`config.mk`:
```
export PLATFORM = sky130hd
export DESIGN_NAME = kbc_host_if
export DESIGN_NICKNAME = d
export VERILOG_FILES = /design/src/rtl/kbc_pkg.sv /design/src/rtl/kbc_cmd_dec.sv /design/src/rtl/kbc_rx_slot.sv /design/src/rtl/kbc_tx_hold.sv /design/src/rtl/kbc_host_if.sv
export SDC_FILE = /design/constraint.sdc
export NUM_CORES = 1
export LEC_CHECK = 0
export BUFFER_PORTS_ARGS = -buffer_cell sky130_fd_sc_hd__buf_4
export CAP_MARGIN = 15
export CORE_UTILIZATION = 30
export CTS_CLUSTER_DIAMETER = 30
export CTS_CLUSTER_SIZE = 16
export DETAILED_ROUTE_END_ITERATION = 8
export GPL_ROUTABILITY_DRIVEN = 0
export PLACE_DENSITY = 0.52
export SYNTH_ARGS = -nofsm -noshare
export SYNTH_HDL_FRONTEND = slang
export SYNTH_SLANG_ARGS = --single-unit
```
`constraint.sdc`:
```
create_clock -name clk -period 2.64 [get_ports clk]
set_input_delay 0.528 -clock clk [delete_from_list [all_inputs] [get_ports clk]]
set_output_delay 0.528 -clock clk [all_outputs]
set_load 0.01 [all_outputs]
```
`src/rtl/kbc_pkg.sv`:
```
package kbc_pkg;

  // status bit positions
  localparam int ST_OBF  = 0;
  localparam int ST_PASS = 2;
  localparam int ST_CMD  = 3;
  localparam int ST_UNLK = 4;
  localparam int ST_AOBF = 5;

  // mode bit positions
  localparam int MD_KIRQ = 0;
  localparam int MD_AIRQ = 1;
  localparam int MD_KDIS = 4;
  localparam int MD_ADIS = 5;

  localparam logic [7:0] MODE_RST = 8'h03;
  localparam logic [7:0] OUTP_RST = 8'hCF;

  typedef enum logic [2:0] {
    PW_NONE, PW_MODE, PW_OUTP, PW_KBDQ, PW_AUXQ, PW_AUXTX
  } pend_t;

  typedef struct packed {
    logic       known;
    logic       resp;
    logic       use_mode;
    logic [7:0] resp_byte;
    logic       latch;
    pend_t      pend;
    logic       pass;
    logic [7:0] mset;
    logic [7:0] mclr;
  } cmd_act_t;

  function automatic cmd_act_t decode_cmd(input logic [7:0] c);
    cmd_act_t a;
    a.known     = 1'b1;
    a.resp      = 1'b0;
    a.use_mode  = 1'b0;
    a.resp_byte = 8'h00;
    a.latch     = 1'b0;
    a.pend      = PW_NONE;
    a.pass      = 1'b0;
    a.mset      = 8'h00;
    a.mclr      = 8'h00;
    case (c)
      8'h20: begin a.resp = 1'b1; a.use_mode = 1'b1; end
      8'h60: begin a.latch = 1'b1; a.pend = PW_MODE;  end
      8'hD1: begin a.latch = 1'b1; a.pend = PW_OUTP;  end
      8'hD2: begin a.latch = 1'b1; a.pend = PW_KBDQ;  end
      8'hD3: begin a.latch = 1'b1; a.pend = PW_AUXQ;  end
      8'hD4: begin a.latch = 1'b1; a.pend = PW_AUXTX; end
      8'hA7: a.mset[MD_ADIS] = 1'b1;
      8'hA8: a.mclr[MD_ADIS] = 1'b1;
      8'hAD: a.mset[MD_KDIS] = 1'b1;
      8'hAE: a.mclr[MD_KDIS] = 1'b1;
      8'hA9, 8'hAB: a.resp = 1'b1;
      8'hAA: begin a.resp = 1'b1; a.resp_byte = 8'h55; a.pass = 1'b1; end
      8'hC0: begin a.resp = 1'b1; a.resp_byte = 8'h80; end
      default: a.known = 1'b0;
    endcase
    return a;
  endfunction

  function automatic logic [7:0] pack_status(input logic kf, input logic af,
                                             input logic pass, input logic cmdf);
    logic [7:0] s;
    s          = 8'h00;
    s[ST_OBF]  = kf | af;
    s[ST_PASS] = pass;
    s[ST_CMD]  = cmdf;
    s[ST_UNLK] = 1'b1;
    s[ST_AOBF] = af & ~kf;
    return s;
  endfunction

  function automatic logic kbd_irq_lvl(input logic kf, input logic [7:0] m);
    return kf & m[MD_KIRQ] & ~m[MD_KDIS];
  endfunction

  function automatic logic aux_irq_lvl(input logic kf, input logic af,
                                       input logic [7:0] m);
    return af & ~kf & m[MD_AIRQ];
  endfunction

endpackage

```
`src/rtl/kbc_cmd_dec.sv`:
```
module kbc_cmd_dec
  import kbc_pkg::*;
(
  input  logic [7:0] cmd,
  output cmd_act_t   act
);
  assign act = decode_cmd(cmd);
endmodule

```
`src/rtl/kbc_rx_slot.sv`:
```
module kbc_rx_slot #(
  parameter int W = 8
) (
  input  logic         clk,
  input  logic         rst_n,
  input  logic         dev_valid,
  input  logic [W-1:0] dev_data,
  output logic         dev_ready,
  input  logic         inj,
  input  logic [W-1:0] inj_data,
  input  logic         pop,
  output logic         full,
  output logic [W-1:0] data
);
  logic dev_take;

  assign dev_ready = ~full & ~inj;
  assign dev_take  = dev_valid & dev_ready;

  always_ff @(posedge clk) begin
    if (!rst_n) begin
      full <= 1'b0;
      data <= '0;
    end else if (inj) begin
      full <= 1'b1;
      data <= inj_data;
    end else if (pop) begin
      full <= 1'b0;
    end else if (dev_take) begin
      full <= 1'b1;
      data <= dev_data;
    end
  end

  AST_DEV_CAPTURE: assert property (@(posedge clk) disable iff (!rst_n)
    dev_take |=> full && data == $past(dev_data));
  AST_INJ_WINS: assert property (@(posedge clk) disable iff (!rst_n)
    (inj && dev_valid) |=> full && data == $past(inj_data));
  AST_POP_EMPTIES: assert property (@(posedge clk) disable iff (!rst_n)
    (pop && !inj) |=> !full);
  AST_SLOT_HOLD: assert property (@(posedge clk) disable iff (!rst_n)
    (full && !pop && !inj) |=> full && $stable(data));
endmodule

```
`src/rtl/kbc_tx_hold.sv`:
```
module kbc_tx_hold #(
  parameter int W = 8
) (
  input  logic         clk,
  input  logic         rst_n,
  input  logic         load,
  input  logic [W-1:0] load_data,
  output logic         valid,
  output logic [W-1:0] data,
  input  logic         ready
);
  always_ff @(posedge clk) begin
    if (!rst_n) begin
      valid <= 1'b0;
      data  <= '0;
    end else if (load) begin
      valid <= 1'b1;
      data  <= load_data;
    end else if (valid && ready) begin
      valid <= 1'b0;
    end
  end

  AST_TX_STALL: assert property (@(posedge clk) disable iff (!rst_n)
    (valid && !ready && !load) |=> valid && $stable(data));
  AST_TX_LOAD: assert property (@(posedge clk) disable iff (!rst_n)
    load |=> valid && data == $past(load_data));
endmodule

```
`src/rtl/kbc_host_if.sv`:
```
module kbc_host_if
  import kbc_pkg::*;
#(
  parameter int DW = 8
) (
  input  logic          clk,
  input  logic          rst_n,
  input  logic          host_sel,
  input  logic          host_wr,
  input  logic          host_rd,
  input  logic [DW-1:0] host_wdata,
  output logic [DW-1:0] host_rdata,
  input  logic          kbd_rx_valid,
  input  logic [DW-1:0] kbd_rx_data,
  output logic          kbd_rx_ready,
  input  logic          aux_rx_valid,
  input  logic [DW-1:0] aux_rx_data,
  output logic          aux_rx_ready,
  output logic          kbd_tx_valid,
  output logic [DW-1:0] kbd_tx_data,
  input  logic          kbd_tx_ready,
  output logic          aux_tx_valid,
  output logic [DW-1:0] aux_tx_data,
  input  logic          aux_tx_ready,
  output logic [DW-1:0] out_port,
  output logic          irq_kbd,
  output logic          irq_aux
);
  // named events
  logic ev_cmd_wr, ev_dat_wr, ev_dat_rd, ev_pop_kbd, ev_pop_aux;
  logic ev_kbd_inj, ev_aux_inj, ev_ktx_load, ev_atx_load;

  cmd_act_t          act;
  pend_t             pend_q;
  logic [DW-1:0]     mode_q;
  logic              pass_q, cmdf_q;
  logic              kbd_full, aux_full;
  logic [DW-1:0]     kbd_byte, aux_byte, kbd_inj_data;
  logic [DW-1:0]     status;

  assign ev_cmd_wr = host_wr &  host_sel;
  assign ev_dat_wr = host_wr & ~host_sel;
  assign ev_dat_rd = host_rd & ~host_sel;

  kbc_cmd_dec u_dec (.cmd(host_wdata), .act(act));

  assign ev_pop_kbd  = ev_dat_rd & kbd_full;
  assign ev_pop_aux  = ev_dat_rd & ~kbd_full & aux_full;
  assign ev_kbd_inj  = (ev_cmd_wr & act.resp) | (ev_dat_wr & (pend_q == PW_KBDQ));
  assign ev_aux_inj  = ev_dat_wr & (pend_q == PW_AUXQ);
  assign ev_ktx_load = ev_dat_wr & (pend_q == PW_NONE);
  assign ev_atx_load = ev_dat_wr & (pend_q == PW_AUXTX);

  always_comb begin
    if (ev_cmd_wr) kbd_inj_data = act.use_mode ? mode_q : act.resp_byte;
    else           kbd_inj_data = host_wdata;
  end

  // register state
  always_ff @(posedge clk) begin
    if (!rst_n) begin
      pend_q   <= PW_NONE;
      mode_q   <= MODE_RST;
      pass_q   <= 1'b0;
      cmdf_q   <= 1'b1;
      out_port <= OUTP_RST;
    end else if (ev_cmd_wr) begin
      cmdf_q <= 1'b1;
      if (act.latch) pend_q <= act.pend;
      if (act.pass)  pass_q <= 1'b1;
      mode_q <= (mode_q | act.mset) & ~act.mclr;
    end else if (ev_dat_wr) begin
      cmdf_q <= 1'b0;
      pend_q <= PW_NONE;
      if (pend_q == PW_MODE) mode_q   <= host_wdata;
      if (pend_q == PW_OUTP) out_port <= host_wdata;
    end
  end

  kbc_rx_slot #(.W(DW)) u_kslot (
    .clk(clk), .rst_n(rst_n),
    .dev_valid(kbd_rx_valid), .dev_data(kbd_rx_data), .dev_ready(kbd_rx_ready),
    .inj(ev_kbd_inj), .inj_data(kbd_inj_data), .pop(ev_pop_kbd),
    .full(kbd_full), .data(kbd_byte));

  kbc_rx_slot #(.W(DW)) u_aslot (
    .clk(clk), .rst_n(rst_n),
    .dev_valid(aux_rx_valid), .dev_data(aux_rx_data), .dev_ready(aux_rx_ready),
    .inj(ev_aux_inj), .inj_data(host_wdata), .pop(ev_pop_aux),
    .full(aux_full), .data(aux_byte));

  kbc_tx_hold #(.W(DW)) u_ktx (
    .clk(clk), .rst_n(rst_n), .load(ev_ktx_load), .load_data(host_wdata),
    .valid(kbd_tx_valid), .data(kbd_tx_data), .ready(kbd_tx_ready));

  kbc_tx_hold #(.W(DW)) u_atx (
    .clk(clk), .rst_n(rst_n), .load(ev_atx_load), .load_data(host_wdata),
    .valid(aux_tx_valid), .data(aux_tx_data), .ready(aux_tx_ready));

  assign status     = pack_status(kbd_full, aux_full, pass_q, cmdf_q);
  assign host_rdata = host_sel ? status : (kbd_full ? kbd_byte : aux_byte);
  assign irq_kbd    = kbd_irq_lvl(kbd_full, mode_q);
  assign irq_aux    = aux_irq_lvl(kbd_full, aux_full, mode_q);

  AST_PEND_ONESHOT: assert property (@(posedge clk) disable iff (!rst_n)
    ev_dat_wr |=> pend_q == PW_NONE);
  AST_IRQ_EXCL: assert property (@(posedge clk) disable iff (!rst_n)
    !(irq_kbd && irq_aux));
  AST_KBD_FIRST: assert property (@(posedge clk) disable iff (!rst_n)
    (ev_dat_rd && kbd_full && aux_full) |=> aux_full);
  AST_UNKNOWN_INERT: assert property (@(posedge clk) disable iff (!rst_n)
    (ev_cmd_wr && !act.known) |=> $stable(mode_q) && $stable(pend_q));
  AST_PASS_STICKY: assert property (@(posedge clk) disable iff (!rst_n)
    pass_q |=> pass_q);
  AST_MODE_WRITE: assert property (@(posedge clk) disable iff (!rst_n)
    (ev_dat_wr && pend_q == PW_MODE) |=> mode_q == $past(host_wdata));
endmodule

```
==> results of run 1 <==
==> critical path: stages <==
cell and delay (ns):
buf_4 0.19, nand3b_1 0.24, or3b_1 0.52, o2111ai_4 0.13
nor2_1 0.06, buf_4 0.15
==> flip-flops by register name, indices dropped and copies added (netlist names) <==
signal and flops:
pass_q 1, cmdf_q 1, u_ktx.valid 1, u_kslot.data 8, u_aslot.full 1, mode_q 8
u_aslot.data 8, u_atx.valid 1, u_atx.data 8, out_port 8, u_kslot.full 1, u_ktx.data 8
pend_q 3
==> area by class of cell <==
type / count / area (sq um) / area share, %
Clock buffer: 12 / 145.1 / 3.878
Clock inverter: 3 / 17.52 / 0.4681
Tap cell: 129 / 161.4 / 4.313
Multi-Input combinational cell: 240 / 1665 / 44.50
Sequential cell: 57 / 1141 / 30.49
Timing Repair Buffer: 79 / 593.1 / 15.85
Inverter: 5 / 18.77 / 0.5015
==> cell usage in the layout (no fill, tap or decap), types with 3 or more instances in the layout <==
master	n
a211oi_1	8
a21oi_1	10
and3_1	4
and3b_1	3
buf_4	79
clkbuf_8	10
dfxtp_1	57
inv_1	4
mux2i_1	41
nand2_1	34
nand2b_1	8
nand3_1	7
nand3b_1	4
nand4_1	5
nor2_1	27
nor2b_1	23
nor3b_2	3
o211a_1	4
o211ai_1	5
o21a_1	3
o21ai_0	3
o22ai_1	6
o31ai_1	3
==> path summary, 6_finish.rpt <==
kind / startpoint / endpoint
hold / removal: kbd_tx_ready / u_ktx.valid
hold reg to reg: out_port[2] / out_port[2]
setup / recovery: host_sel / kbd_rx_ready
setup reg to reg: pend_q[0] / u_kslot.data[4]
==> synthesized netlist by cell type (6+ instances only) <==
cell      instances  area, sq um
clkbuf_1         15        56.30
dfxtp_1          57         1141
buf_2            12        60.06
nand2b_1          8        50.05
nor2_1           27        101.4
nand2_1          34        127.6
o22ai_1           6        37.54
nand3_1           7        35.03
mux2i_1          41        410.4
a211oi_1          8        60.06
nor2b_1          23        143.9
a21oi_1          10        50.05
==> routing by layer <==
layer	vias up	global-route usage (%)
li1	1295	-
met1	1204	23.71
met2	82	29.66
met3	7	5.201
met4	0	5.351
met5	-	0
==> where the power goes <==
| part | switching [W] | internal [W] |
|---|---|---|
| sequential | 0.0000229 | 0.000891 |
| clock | 0.000346 | 0.000358 |
| combinational | 0.000153 | 0.000132 |
| total | 0.000522 | 0.00138 |
==> through the flow <==
step,instance area (sq um),worst slack [ns],hold slack (ns),power [W]
floorplan,2937,0.5317,0.4406,0.001092
global route,3742,0.1748,0.5006,0.002002
CTS,3742,0.2761,0.4568,0.001928
finish,3742,0.2786,0.4740,0.001903
global placement,3580,0.3066,0.4668,0.001219
detailed placement,3580,0.2856,0.4608,0.001220
==> cell families after synthesis <==
logic type             after synthesis
AND/OR/NAND/NOR                    132
AO/OA/AOI/OAI                       65
flip-flops                          57
multiplexers                        41
buffers and inverters               32
XOR/XNOR                             2
==> results.cfg, run 1 <==
[outcome]
status = complete, no violations

[sta]
fin_tns_setup_ns = 0
timing.final.crit_period_ns = 2.361
finalSetupViolCount = 0
tightest_slew_ns = 0.6769
fmax_ghz = 0.4235
rsz0062_at_grt = no
final.period_utilization_pct = 89.45
slew_headroom_pct = 54.60
finalHoldViolCount = 0
slew_violations = 0
finClkSkew_ns = 0.006135

[clock_tree]
cts_buffers = 9
path_clk_slew_ns = 0.06
ctsHoldBuffers = 0
clkSinkCount = 57
post_cts_buffers = 0
clock_path_buffers = 2
h-tree-depth = 3
ctsResizeCount = 0
clockRootBuffer = clkbuf_8
cts_tree = yes
clk_latency_ns = 0.33

[yosys]
async_reset_ff_share_pct = 0
syn_inst = 329
synthFlopType = dfxtp_1
avgSynthCellArea_sq_um = 8.926
yosysWarnings = 0
synth_area_sq_um = 2937
yosys.area_share.simple_pct = 24.97
synthXorXnorAreaFrac_pct = 0.5965
synth_top_family_by_area = simple AND/OR/NAND/NOR gates
seq_area_frac_synth_pct = 38.86
synth_cell_types = 55
syn_nets = 362
synth_mux_area_share_pct = 13.98
synth_edf_count = 0
synthAdderAreaFrac_pct = 0
synth_compound_area_share_pct = 17.00
synth-seq-cells = 57

[placement]
dp_hpwl_mm = 6.179
dp.cells = 510
portBuffers = 70

[global_routing]
grt_pass1_wl_mm = 13.94
grt_max_degree = 45
gr-total-overflow = 0
grt_pass1_vias = 2532
grt_usage_pct = 18.34
antenna_found_initial = 0

[finish]
postLayoutCoreUtil_pct = 39.93
fill_cells = 999
syn_to_final_growth_pct = 27.44
final_nets = 425
diodes = 0
fin_cells = 525
drive_above_1_share_pct = 26.52

[worst_setup_path]
r2r_setup_slack_ns = 0.83
path_max_fanout = 21
cp-end-kind = primary output
path_class = primary input to primary output
rr_worst_depth = 5
start_kind = primary input
arrival_ns = 1.83
crit_required_ns = 2.11

[routing]
vias = 2588
drt-total-wl_mm = 8.764
drc_errors = 0
firstDrtPassIters = 4
highest_layer = met4
drt-met1-wl_mm = 4.078
wl_per_cell_um = 16.69
wl_met3_um = 506
drtIter0Drc = 222
wl_met2_mm = 4.064
detail-route-antenna-nets = 0
vias_per_cell = 4.930

[floorplanning]
dieArea_sq_um = 10190
io_pins = 71
die_w_um = 100.9
num_rows = 35
die_h_um = 100.9
start_util_pct = 31.34
core_area_sq_um = 9371

[power_and_ir_drop]
powerDensity_nw_per_um2 = 508.5
power.leakage_nw = 1.691
ir_drop_mv = 0.3449

[hold_path]
hp-class = primary input to flop
whs_path_depth = 3

[flow_run]
cap_viol_max_count = 0
Power figures use the tool's default switching activity.
==> run 2, diff against run 1 <==
ABC_AREA = 1   (was default)
==> run 2 against run 1 <==
Effect of this change:
- design area rose by 1.4%
- synthesized cell count is 28% higher
- clock power grew 34%
- maximum frequency increased by 0.55%
- setup slack improved by 0.013 ns
- highest routed layer unchanged
- area after synthesis is 0.26% higher
- non-clock buffer count decreased by 6
- worst hold slack worse by 0.024 ns
==> results.cfg, run 2 <==
[outcome]
status = complete, no violations

[yosys]
synth_compound_area_share_pct = 20.70
synthXorXnorAreaFrac_pct = 0
synthFlopType = dfxtp_1
yosysWarnings = 0
async_reset_ff_share_pct = 0
avgSynthCellArea_sq_um = 6.993
synth_cell_types = 35
yosys.area.top_type_share_pct = 38.76
yosys.cell_count.top_type = nand2_1
syn_inst = 421
syn_nets = 454
synth_area_sq_um = 2944
synthAdderAreaFrac_pct = 0
yosys.area_share.simple_pct = 32.13
synthTopCellsByArea = dfxtp_1, nand2_1, a21oi_1, o21ai_0, nand3_1
synth_edf_count = 0
synth_top_cell_by_area = dfxtp_1
synth_mux_area_share_pct = 0
seq_area_frac_synth_pct = 38.76
synth-seq-cells = 57
yosys-top-cells-count = nand2_1, dfxtp_1, a21oi_1, o21ai_0
synth_top_family_by_area = simple AND/OR/NAND/NOR gates

[finish]
final_cell_mix = nand2_1, buf_4, dfxtp_1
final_common_cell = nand2_1
final_nets = 520
syn_to_final_growth_pct = 28.94
diodes = 0
drive_above_1_share_pct = 26.02
fill_cells = 1030
fin_cells = 621

[sta]
finClkSkew_ns = 0.006223
tightest_slew_ns = 0.5550
fin_tns_setup_ns = 0
slew_headroom_pct = 62.88
timing.final.crit_period_ns = 2.349
finalSetupViolCount = 0
slew_violations = 0
setup_slack_ns = 0.2914
finalHoldViolCount = 0
fmax_ghz = 0.4258
rsz0062_at_grt = no
final.period_utilization_pct = 88.96

[worst_setup_path]
cp-end-kind = primary output
start_kind = primary input
path_max_fanout = 10
path_delay_family = simple AND/OR/NAND/NOR gates
crit_top_cell = nand2_1
path_cells = buf_4, inv_2, nand2_1, nor2_4, nand2_1, nand2_1, nand2_1, nand3_4, nor2_1, buf_4
rr_endpoint = u_kslot.full
path_buf_inv = 3
arrival_ns = 1.82
r2r-start = u_kslot.full
crit_required_ns = 2.11
rr_worst_depth = 7
slowest_delay_ns = 0.20
crit_slowest_cell = nor2_4
path_class = primary input to primary output
r2r_setup_slack_ns = 0.81

[clock_tree]
clock_path_buffers = 2
ctsResizeCount = 0
cts_tree = yes
path_clk_slew_ns = 0.07
post_cts_buffers = 0
clk_latency_ns = 0.33
clkSinkCount = 57
ctsHoldBuffers = 0
cts_buffers = 9
h-tree-depth = 3
clockRootBuffer = clkbuf_8

[floorplanning]
start_util_pct = 31.42
die_h_um = 101.1
io_pins = 71
die_w_um = 101.1
num_rows = 35
core_area_sq_um = 9371
dieArea_sq_um = 10210

[routing]
vias = 3030
drt-total-wl_mm = 9.221
drc_errors = 0
firstDrtPassIters = 5
detail-route-antenna-nets = 0
vias_per_cell = 4.879
wl_per_cell_um = 14.85
drtIter0Drc = 210

[global_routing]
grt_pass1_wl_mm = 14.88
grt_max_degree = 44
antenna_found_initial = 0
grt_pass1_vias = 2971
grt_usage_pct = 19.02
gr-total-overflow = 0

[placement]
portBuffers = 70
pre_cts_ws_ns = 0.3082
dp_hpwl_mm = 6.760
dp.cells = 605

[flow_run]
cap_viol_max_count = 0

[hold_path]
hp-class = primary input to flop
whs_endpoint = u_ktx.valid
hp-start = kbd_tx_ready
whs_path_depth = 4

[power_and_ir_drop]
ir_drop_mv = 0.3127
power.leakage_nw = 1.747
powerDensity_nw_per_um2 = 568.3
run 2: area by class of cell:
class / instances / area [sq um] / area share, %
sequential: 57 / 1141 / 30.06
inverter: 41 / 160.2 / 4.219
clock buffer: 12 / 155.1 / 4.087
timing repair buffer: 73 / 548.0 / 14.44
multi-input combinational: 305 / 1555 / 40.97
tap: 129 / 161.4 / 4.252
clock inverter: 4 / 75.07 / 1.978
run 2: worst max path at each step:
stage / cells after the start / start / endpoint
after CTS: 5 / u_kslot.full / host_rdata[2]
final: 10 / host_wdata[2] / kbd_rx_ready
after floorplan: 8 / host_wdata[7] / kbd_rx_ready
after global routing: 5 / u_kslot.full / host_rdata[2]
after global placement: 10 / host_wdata[2] / kbd_rx_ready
after detailed placement: 10 / host_wdata[3] / kbd_rx_ready
run 2: cell families (layout without fill, tap and decap cells):
kind of cell           after synthesis  after routing
AOI/OAI and AO/OA                  112            112
DFF                                 57             57
and+or+nand+nor                    193            193
buffers and inverters               59            130
run 2: through the flow:
stage	cell area (sq um)	power (W)	hold WS (ns)	utilization, %
2_1_floorplan	2944	0.001095	0.4359	-
3_3_place_gp	3566	0.001231	0.4494	38.05
3_5_place_dp	3566	0.001232	0.4628	38.05
4_1_cts	3796	0.002184	0.4299	40.51
5_1_grt	3796	0.002261	0.4647	40.51
6_report	3796	0.002157	0.4504	40.51
run 2: per-layer routing:
layer | share of wire (%) | track usage [%] | vias to the layer above
met2 | 46 | 30.25 | 113
li1 | - | - | 1539
met4 | 1.6 | 7.246 | 0
met3 | 6.5 | 4.369 | 16
met5 | 0 | 0 | -
met1 | 46 | 24.94 | 1362
run 2: worst reg2reg max path, cell delays in order, from the launching register on:
cell and delay [ns]:
dfxtp_1 0.53, inv_1 0.28, nand2_1 0.42, inv_1 0.14
nor2_4 0.19, nand2_1 0.07, nand2_1 0.06, inv_1 0.04
run 2: power breakdown:
| part | internal, W | switching [W] |
|---|---|---|
| clock | 0.000584 | 0.000362 |
| sequential | 0.000892 | 0.0000194 |
| combinational | 0.000120 | 0.000179 |
